**src/rtl/dmr_pkg.sv**
```systemverilog
// Shared constants for the dual-mode route selector.
// Assumes a 2-D mesh with X growing east and Y growing south.
package dmr_pkg;
    // one-hot output port bit positions
    localparam int P_LOC   = 0;
    localparam int P_EAST  = 1;
    localparam int P_WEST  = 2;
    localparam int P_NORTH = 3;
    localparam int P_SOUTH = 4;
    localparam int NUM_OUT = 5;
    localparam int NUM_DIR = 4;

    // input port codes carried on req_src
    typedef enum logic [2:0] {
        SRC_LOC   = 3'd0,
        SRC_EAST  = 3'd1,
        SRC_WEST  = 3'd2,
        SRC_NORTH = 3'd3,
        SRC_SOUTH = 3'd4
    } src_e;

    typedef logic [NUM_OUT-1:0] port_t;
endpackage

```
**src/rtl/dmr_cong_mon.sv**
```systemverilog
// Congestion monitor: compares each input buffer depth against a shared
// threshold and registers the OR of the hits as the outgoing flag.
// Assumes depths are packed buffer 0 in the low slice.
module dmr_cong_mon #(
    parameter int NUM_BUF = 4,
    parameter int DEPTH_W = 4
) (
    input  logic                       clk,
    input  logic                       rst_n,
    input  logic [DEPTH_W-1:0]         thresh,
    input  logic [NUM_BUF*DEPTH_W-1:0] depth_flat,
    output logic                       flag_q
);
    logic [NUM_BUF-1:0] hit;

    // per-buffer threshold comparators
    genvar gi;
    generate
        for (gi = 0; gi < NUM_BUF; gi++) begin : g_cmp
            assign hit[gi] = (depth_flat[gi*DEPTH_W +: DEPTH_W] >= thresh);


            buf_hit_sets_flag_chk: assert property (@(posedge clk) disable iff (!rst_n)
                ($past(rst_n) && $past(depth_flat[gi*DEPTH_W +: DEPTH_W] >= thresh)) |-> flag_q);
        end
    endgenerate

    // register the combined congestion indication
    always_ff @(posedge clk) begin
        if (!rst_n) flag_q <= 1'b0;
        else        flag_q <= |hit;
    end


    zero_thresh_flag_chk: assert property (@(posedge clk) disable iff (!rst_n)
        ($past(rst_n) && $past(thresh) == '0) |-> flag_q);
endmodule

```
**src/rtl/dmr_xy_calc.sv**
```systemverilog
// Dimension-order port computation plus the set of minimal directions.
// Pure combinational; X is resolved before Y.
module dmr_xy_calc
    import dmr_pkg::*;
#(
    parameter int X_W = 3,
    parameter int Y_W = 3
) (
    input  logic [X_W-1:0] my_x,
    input  logic [Y_W-1:0] my_y,
    input  logic [X_W-1:0] dest_x,
    input  logic [Y_W-1:0] dest_y,
    output port_t          xy_port,
    output port_t          min_ports
);
    logic go_e, go_w, go_n, go_s;

    // coordinate comparisons
    always_comb begin
        go_e = dest_x > my_x;
        go_w = dest_x < my_x;
        go_s = dest_y > my_y;
        go_n = dest_y < my_y;
    end

    // minimal direction set, Local only when already home
    always_comb begin
        min_ports          = '0;
        min_ports[P_EAST]  = go_e;
        min_ports[P_WEST]  = go_w;
        min_ports[P_NORTH] = go_n;
        min_ports[P_SOUTH] = go_s;
        min_ports[P_LOC]   = !(go_e || go_w || go_n || go_s);
    end

    // X-then-Y deterministic choice
    always_comb begin
        xy_port = '0;
        if (go_e)      xy_port[P_EAST]  = 1'b1;
        else if (go_w) xy_port[P_WEST]  = 1'b1;
        else if (go_s) xy_port[P_SOUTH] = 1'b1;
        else if (go_n) xy_port[P_NORTH] = 1'b1;
        else           xy_port[P_LOC]   = 1'b1;
    end
endmodule

```
**src/rtl/dmr_oe_sel.sv**
```systemverilog
// Adaptive port selection under column-parity turn bans.
// Odd column: no turn from northbound/southbound travel to West.
// Even column: no turn from eastbound travel to North or South.
// Among two legal ports an uncongested Y port beats a congested X port;
// otherwise X wins. With nothing legal the XY port is used.
module dmr_oe_sel
    import dmr_pkg::*;
(
    input  logic               col_odd,
    input  logic [2:0]         src,
    input  port_t              min_ports,
    input  port_t              xy_port,
    input  logic [NUM_DIR-1:0] nbr_flag,
    output port_t              oe_port
);
    port_t ban, legal, x_leg, y_leg;
    logic  trav_vert, trav_east, x_cong, y_cong;

    // travel direction decoded from the arrival port
    always_comb begin
        trav_vert = (src == SRC_NORTH) || (src == SRC_SOUTH);
        trav_east = (src == SRC_WEST);
    end

    // turn bans for this column parity
    always_comb begin
        ban = '0;
        if (col_odd && trav_vert) ban[P_WEST] = 1'b1;
        if (!col_odd && trav_east) begin
            ban[P_NORTH] = 1'b1;
            ban[P_SOUTH] = 1'b1;
        end
    end

    // legal minimal ports split by dimension
    always_comb begin
        legal = min_ports & ~ban;
        x_leg = legal & ((port_t'(1) << P_EAST) | (port_t'(1) << P_WEST));
        y_leg = legal & ((port_t'(1) << P_NORTH) | (port_t'(1) << P_SOUTH));
        x_cong = |(x_leg[NUM_OUT-1:1] & nbr_flag);
        y_cong = |(y_leg[NUM_OUT-1:1] & nbr_flag);
    end

    // final adaptive pick
    always_comb begin
        if (legal == '0)             oe_port = xy_port;
        else if (legal[P_LOC])       oe_port = legal;
        else if (x_leg == '0)        oe_port = y_leg;
        else if (y_leg == '0)        oe_port = x_leg;
        else if (x_cong && !y_cong)  oe_port = y_leg;
        else                         oe_port = x_leg;
    end
endmodule

```
**src/rtl/dmr_route_top.sv**
```systemverilog
// Per-router route selector. Raises a registered congestion flag from its
// own buffer depths and, per request, returns a registered one-hot port:
// XY while all neighbour flags are low, Odd-Even adaptive otherwise.
// Assumes one request per cycle at most and a synchronous active-low reset.
module dmr_route_top
    import dmr_pkg::*;
#(
    parameter int X_W     = 3,
    parameter int Y_W     = 3,
    parameter int DEPTH_W = 4,
    parameter int NUM_BUF = 4
) (
    input  logic                       clk,
    input  logic                       rst_n,
    input  logic [X_W-1:0]             my_x,
    input  logic [Y_W-1:0]             my_y,
    input  logic [DEPTH_W-1:0]         thresh,
    input  logic [NUM_BUF*DEPTH_W-1:0] buf_depth,
    input  logic [3:0]                 nbr_flag,
    input  logic                       req_valid,
    input  logic [2:0]                 req_src,
    input  logic [X_W-1:0]             dest_x,
    input  logic [Y_W-1:0]             dest_y,
    output logic                       cong_flag,
    output logic                       route_valid,
    output logic [4:0]                 route_port
);
    port_t xy_port, min_ports, oe_port, next_port;
    logic  adaptive;

    dmr_cong_mon #(.NUM_BUF(NUM_BUF), .DEPTH_W(DEPTH_W)) u_cong (
        .clk(clk), .rst_n(rst_n), .thresh(thresh),
        .depth_flat(buf_depth), .flag_q(cong_flag)
    );

    dmr_xy_calc #(.X_W(X_W), .Y_W(Y_W)) u_xy (
        .my_x(my_x), .my_y(my_y), .dest_x(dest_x), .dest_y(dest_y),
        .xy_port(xy_port), .min_ports(min_ports)
    );

    dmr_oe_sel u_oe (
        .col_odd(my_x[0]), .src(req_src), .min_ports(min_ports),
        .xy_port(xy_port), .nbr_flag(nbr_flag), .oe_port(oe_port)
    );

    // mode pick: any neighbour flag forces adaptive routing
    always_comb begin
        adaptive  = |nbr_flag;
        next_port = adaptive ? oe_port : xy_port;
    end

    // result register
    always_ff @(posedge clk) begin
        if (!rst_n) begin
            route_valid <= 1'b0;
            route_port  <= '0;
        end else begin
            route_valid <= req_valid;
            route_port  <= req_valid ? next_port : '0;
        end
    end


    onehot_out_chk: assert property (@(posedge clk) disable iff (!rst_n)
        route_valid |-> $onehot(route_port));

    idle_zero_chk: assert property (@(posedge clk) disable iff (!rst_n)
        !route_valid |-> (route_port == '0));

    valid_lag_chk: assert property (@(posedge clk) disable iff (!rst_n)
        $past(rst_n) |-> (route_valid == $past(req_valid)));

    det_east_chk: assert property (@(posedge clk) disable iff (!rst_n)
        $past(rst_n && req_valid && nbr_flag == 4'd0 && dest_x > my_x)
        |-> route_port[P_EAST]);

    home_local_chk: assert property (@(posedge clk) disable iff (!rst_n)
        $past(rst_n && req_valid && dest_x == my_x && dest_y == my_y)
        |-> route_port[P_LOC]);

    odd_no_west_chk: assert property (@(posedge clk) disable iff (!rst_n)
        $past(rst_n && req_valid && nbr_flag != 4'd0 && my_x[0]
              && (req_src == SRC_NORTH || req_src == SRC_SOUTH)
              && dest_x < my_x && dest_y != my_y)
        |-> !route_port[P_WEST]);

    even_no_turn_chk: assert property (@(posedge clk) disable iff (!rst_n)
        $past(rst_n && req_valid && nbr_flag != 4'd0 && !my_x[0]
              && req_src == SRC_WEST && dest_x != my_x)
        |-> !(route_port[P_NORTH] || route_port[P_SOUTH]));
endmodule

```
**config.mk**
```make
export PLATFORM = sky130hd
export DESIGN_NAME = dmr_route_top
export DESIGN_NICKNAME = d
export VERILOG_FILES = /design/src/rtl/dmr_pkg.sv /design/src/rtl/dmr_cong_mon.sv /design/src/rtl/dmr_xy_calc.sv /design/src/rtl/dmr_oe_sel.sv /design/src/rtl/dmr_route_top.sv
export SDC_FILE = /design/constraint.sdc
export NUM_CORES = 1
export LEC_CHECK = 0
export BUFFER_PORTS_ARGS = -buffer_cell sky130_fd_sc_hd__buf_2
export CAP_MARGIN = 15
export CORE_MARGIN = 10
export CORE_UTILIZATION = 45
export CTS_BUF_LIST = sky130_fd_sc_hd__clkbuf_8
export CTS_CLUSTER_SIZE = 10
export DETAILED_ROUTE_END_ITERATION = 8
export PLACE_DENSITY_LB_ADDON = 0.08
export REMOVE_ABC_BUFFERS = 1
export SETUP_SLACK_MARGIN = 0.15
export SKIP_CTS_REPAIR_TIMING = 1
export SKIP_LAST_GASP = 1
export SLEW_MARGIN = 20
export SYNTH_ARGS = -nofsm -noshare
export SYNTH_HDL_FRONTEND = slang
export SYNTH_SLANG_ARGS = --single-unit
```
**constraint.sdc**
```tcl
create_clock -name clk -period 2 [get_ports clk]
set_input_delay 0.5 -clock clk [delete_from_list [all_inputs] [get_ports clk]]
set_output_delay 0.5 -clock clk [all_outputs]
set_load 0.02 [all_outputs]
```
==> impl_results.html <==
<table>
<tr><th>Metric</th><th>Value</th></tr>
<tr><th colspan="2">Run status</th></tr>
<tr><td>Outcome</td><td>completed</td></tr>
<tr><th colspan="2">STA</th></tr>
<tr><td>Final hold violations</td><td>0</td></tr>
<tr><td>Max Fclk</td><td>564 MHz</td></tr>
<tr><td>Least setup slack across all paths after layout</td><td>0.226 ns</td></tr>
<tr><td>Tightest hold margin</td><td>0.506 ns</td></tr>
<tr><td>RSZ-0062 raised after global routing</td><td>true</td></tr>
<tr><td>Number of endpoints failing setup at the final stage</td><td>0</td></tr>
<tr><td>Max-slew violation count</td><td>0</td></tr>
<tr><td>Worst max-slew margin expressed relative to the limit</td><td>0.785</td></tr>
<tr><td>Period Utilization, post-route</td><td>0.887</td></tr>
<tr><td>Shortest clock period the worst path allows after layout</td><td>1.77 ns</td></tr>
<tr><td>Pin slew with the least headroom to its limit</td><td>0.321 ns</td></tr>
<tr><th colspan="2">Floorplanning</th></tr>
<tr><td>Chip Height</td><td>65.2 um</td></tr>
<tr><td>Die Area</td><td>4260 um^2</td></tr>
<tr><td>Core Box Area</td><td>1960 um^2</td></tr>
<tr><td>Total number of placement rows</td><td>16</td></tr>
<tr><td>Starting density of the core</td><td>0.469</td></tr>
<tr><td>Num ports</td><td>49</td></tr>
<tr><td>Horizontal die dimension</td><td>65.2 um</td></tr>
<tr><th colspan="2">Power and ir drop</th></tr>
<tr><td>Internal power contribution</td><td>0.000412 W</td></tr>
<tr><td>Overall power after layout</td><td>0.000591 W</td></tr>
<tr><td>Fraction of power consumed by sequential logic</td><td>0.253</td></tr>
<tr><td>Power per cell area</td><td>449 nW/um^2</td></tr>
<tr><td>Net switching fraction of the power</td><td>0.303</td></tr>
<tr><td>Comb power frac</td><td>0.428</td></tr>
<tr><td>Static Leak</td><td>0.737 nW</td></tr>
<tr><td>Net switching power figure</td><td>0.000179 W</td></tr>
<tr><td>Worst voltage drop across the vdd grid</td><td>0.317 mV</td></tr>
<tr><td>Clock network power share</td><td>0.319</td></tr>
<tr><th colspan="2">Yosys</th></tr>
<tr><td>Yosys warning count</td><td>0</td></tr>
<tr><td>Main area contributors after synthesis</td><td>ha_1 30%, dfxtp_1 15%, inv_1 6.9%</td></tr>
<tr><td>Count of distinct cell types in the synthesized netlist</td><td>34</td></tr>
<tr><td>Most frequently used cell type in the post-synthesis netlist</td><td>ha_1</td></tr>
<tr><td>List of most frequent post-synthesis cells</td><td>22 x ha_1, 17 x inv_1, 7 x a21o_1, 7 x dfxtp_1</td></tr>
<tr><td>Share of the synthesized area in the top cell type</td><td>0.299</td></tr>
<tr><td>Gate count after technology mapping</td><td>108</td></tr>
<tr><td>Top FF cell, synth</td><td>dfxtp_1</td></tr>
<tr><td>Count of flip-flops with a built-in enable after synthesis</td><td>0</td></tr>
<tr><td>Mapped Avg Cell Area</td><td>8.53 um^2</td></tr>
<tr><td>Post-synth ARST share</td><td>0</td></tr>
<tr><td>Register area share after synthesis</td><td>0.152</td></tr>
<tr><td>Flip-flop and latch count after synthesis</td><td>7</td></tr>
<tr><td>Synth Cell Area</td><td>921 um^2</td></tr>
<tr><td>Post-synth top area cell</td><td>ha_1</td></tr>
<tr><th colspan="2">Clock network</th></tr>
<tr><td>Clock root cell</td><td>clkbuf_8</td></tr>
<tr><td>CTS buffer count</td><td>3</td></tr>
<tr><td>Clock Pin Slew Worst Setup and Hold Paths</td><td>0.04 ns</td></tr>
<tr><td>Clock tree buffer depth</td><td>2</td></tr>
<tr><td>Number of clock sinks</td><td>7</td></tr>
<tr><td>Clock tree from TritonCTS</td><td>yes</td></tr>
<tr><td>Maximum level of the CTS H-tree</td><td>1</td></tr>
<tr><th colspan="2">Placement</th></tr>
<tr><td>Final RePlAce weighted congestion</td><td>0.800</td></tr>
<tr><td>Pre-CTS worst setup slack</td><td>-0.0106 ns</td></tr>
<tr><td>Number of I/O port buffers</td><td>48</td></tr>
<tr><td>Detailed placer's ending HPWL</td><td>2.17 mm</td></tr>
<tr><th colspan="2">Drt</th></tr>
<tr><td>Met3 Routed Length</td><td>201 um</td></tr>
<tr><td>Pre-antenna DRT Iters</td><td>4</td></tr>
<tr><td>Top layer reached by signal wires</td><td>met4</td></tr>
<tr><td>Met2 wirelength from detailed routing</td><td>1.11 mm</td></tr>
<tr><td>Number of vias in the routed layout</td><td>967</td></tr>
<tr><td>M1 wire length</td><td>1.10 mm</td></tr>
<tr><td>Vias per inst</td><td>4.96</td></tr>
<tr><td>Final WL</td><td>2.43 mm</td></tr>
<tr><td>Average wire per cell in the routed design</td><td>12.5 um</td></tr>
<tr><td>DRC violations left</td><td>0</td></tr>
<tr><td>Antenna-violating nets left</td><td>0</td></tr>
<tr><td>Iter 0 DRT Violations</td><td>21</td></tr>
<tr><th colspan="2">Global route</th></tr>
<tr><td>Maximum number of pins on one net before global-route repair</td><td>7</td></tr>
<tr><td>First-pass GRT wire length</td><td>3.79 mm</td></tr>
<tr><td>Total congestion overflow after global routing</td><td>0</td></tr>
<tr><td>Antenna violations before repair</td><td>0</td></tr>
<tr><td>Number of global-route vias before repair</td><td>912</td></tr>
<tr><td>Total routing resource utilization after global routing</td><td>0.106</td></tr>
<tr><th colspan="2">Setup path</th></tr>
<tr><td>Class of the most critical setup path</td><td>in -&gt; reg</td></tr>
<tr><td>Critical path arrival</td><td>1.87 ns</td></tr>
<tr><td>Endpoint kind of the worst setup timing path</td><td>flop</td></tr>
<tr><td>CP Data Required Time</td><td>2.09 ns</td></tr>
<tr><td>CP max-delay cell</td><td>ha_1</td></tr>
<tr><td>Crit path capture</td><td>route_port[2]$_SDFF_PN0_</td></tr>
<tr><td>CP max stage delay</td><td>0.31 ns</td></tr>
<tr><td>CP Launch Type</td><td>primary input</td></tr>
<tr><td>Cell-by-cell listing of the critical path</td><td>buf_2, inv_1, ha_1, a21oi_1, buf_4, a211oi_1, a31oi_1, nor3b_1, o22ai_1</td></tr>
<tr><td>Crit path from</td><td>my_x[2]</td></tr>
<tr><td>Crit-path max FO</td><td>4</td></tr>
<tr><th colspan="2">Cells and area</th></tr>
<tr><td>Ratio of cells with drive above 1 in the final layout</td><td>0.405</td></tr>
<tr><td>Area growth syn-to-layout</td><td>43.1%</td></tr>
<tr><td>Ant diodes</td><td>0</td></tr>
<tr><td>End-of-flow core utilization</td><td>0.672</td></tr>
<tr><td>Post-layout nets</td><td>233</td></tr>
<tr><th colspan="2">Hold path</th></tr>
<tr><td>Class of the tightest hold or removal check</td><td>in -&gt; reg</td></tr>
<tr><th colspan="2">Run</th></tr>
<tr><td>Maximum capacitance violations</td><td>0</td></tr>
</table>
==> through the flow <==
stage | instance area [um^2] | setup TNS (ns) | std cells
floorplan | 921 | 0 | 108
global placement | 1250 | -0.0322 | 191
detailed placement | 1250 | -0.0164 | 191
CTS | 1300 | 0 | 195
global route | 1320 | 0 | 195
finish | 1320 | 0 | 195
==> worst min-delay path by stage <==
stage | startpoint | end | slack [ns] | cells after the start
floorplan | rst_n | u_cong.flag_q$_SDFF_PN0_ | 0.61 | 2
global placement | rst_n | u_cong.flag_q$_SDFF_PN0_ | 0.74 | 3
detailed placement | rst_n | u_cong.flag_q$_SDFF_PN0_ | 0.74 | 3
CTS | rst_n | u_cong.flag_q$_SDFF_PN0_ | 0.50 | 3
global route | rst_n | u_cong.flag_q$_SDFF_PN0_ | 0.50 | 3
finish | rst_n | u_cong.flag_q$_SDFF_PN0_ | 0.51 | 3
==> cell type report <==
class	instances	area (um^2)
clock buffer	3	41.3
clock inverter	1	3.75
fill	183	644
inverter	17	63.8
multi-input combinational	84	734
sequential	7	140
tap	27	33.8
timing repair buffer	56	300
==> layer usage <==
layer / GRT usage / vias up
li1: - / 516
met1: 0.128 / 410
met2: 0.171 / 38
met3: 0.0458 / 3
met4: 0.0241 / 0
met5: 0 / -
==> cell families (layout without fill, tap and decap cells) <==
group | after synthesis | count (layout) | synth area share
flip-flops | 7 | 7 | 0.152
AO/OA/AOI/OAI | 29 | 29 | 0.246
AND/OR/NAND/NOR | 33 | 33 | 0.234
adder cells (fa/ha/maj) | 22 | 22 | 0.299
buffers and inverters | 17 | 77 | 0.0693
==> critical path: cells and delay by family <==
family | cells | cell delay (ns)
AOI/OAI and AO/OA | 4 | 0.54
and+or+nand+nor | 1 | 0.28
adders and majority gates | 1 | 0.31
buffers and inverters | 3 | 0.23
==> layout by cell type (no fill, tap or decap), types with 2 or more instances in the layout <==
master / instances
nor2b_1: 2
a21oi_2: 2
a21o_1: 7
dfxtp_1: 7
o22ai_1: 3
buf_2: 48
clkbuf_8: 3
a21oi_1: 4
ha_1: 21
nand2_1: 5
nor3_1: 2
nand2b_1: 5
nand3b_1: 2
nor2_1: 2
nand3_1: 4
buf_4: 8
a31oi_1: 2
inv_1: 18
nor4_1: 2
o211ai_1: 2
==> state kept, by name, indices dropped and copies added, names as in the netlist <==
| name | flops |
|---|---|
| route_port | 5 |
| route_valid | 1 |
| u_cong.flag_q | 1 |
==> power groups by stage <==
stage	clock, W	combinational (W)	sequential, W
floorplan	0	0.000137	0.000162
global placement	0	0.000240	0.000152
detailed placement	0	0.000247	0.000152
CTS	0.000193	0.000248	0.000150
global route	0.000203	0.000284	0.000150
finish	0.000189	0.000253	0.000150
(Power assumes the default switching activity.)
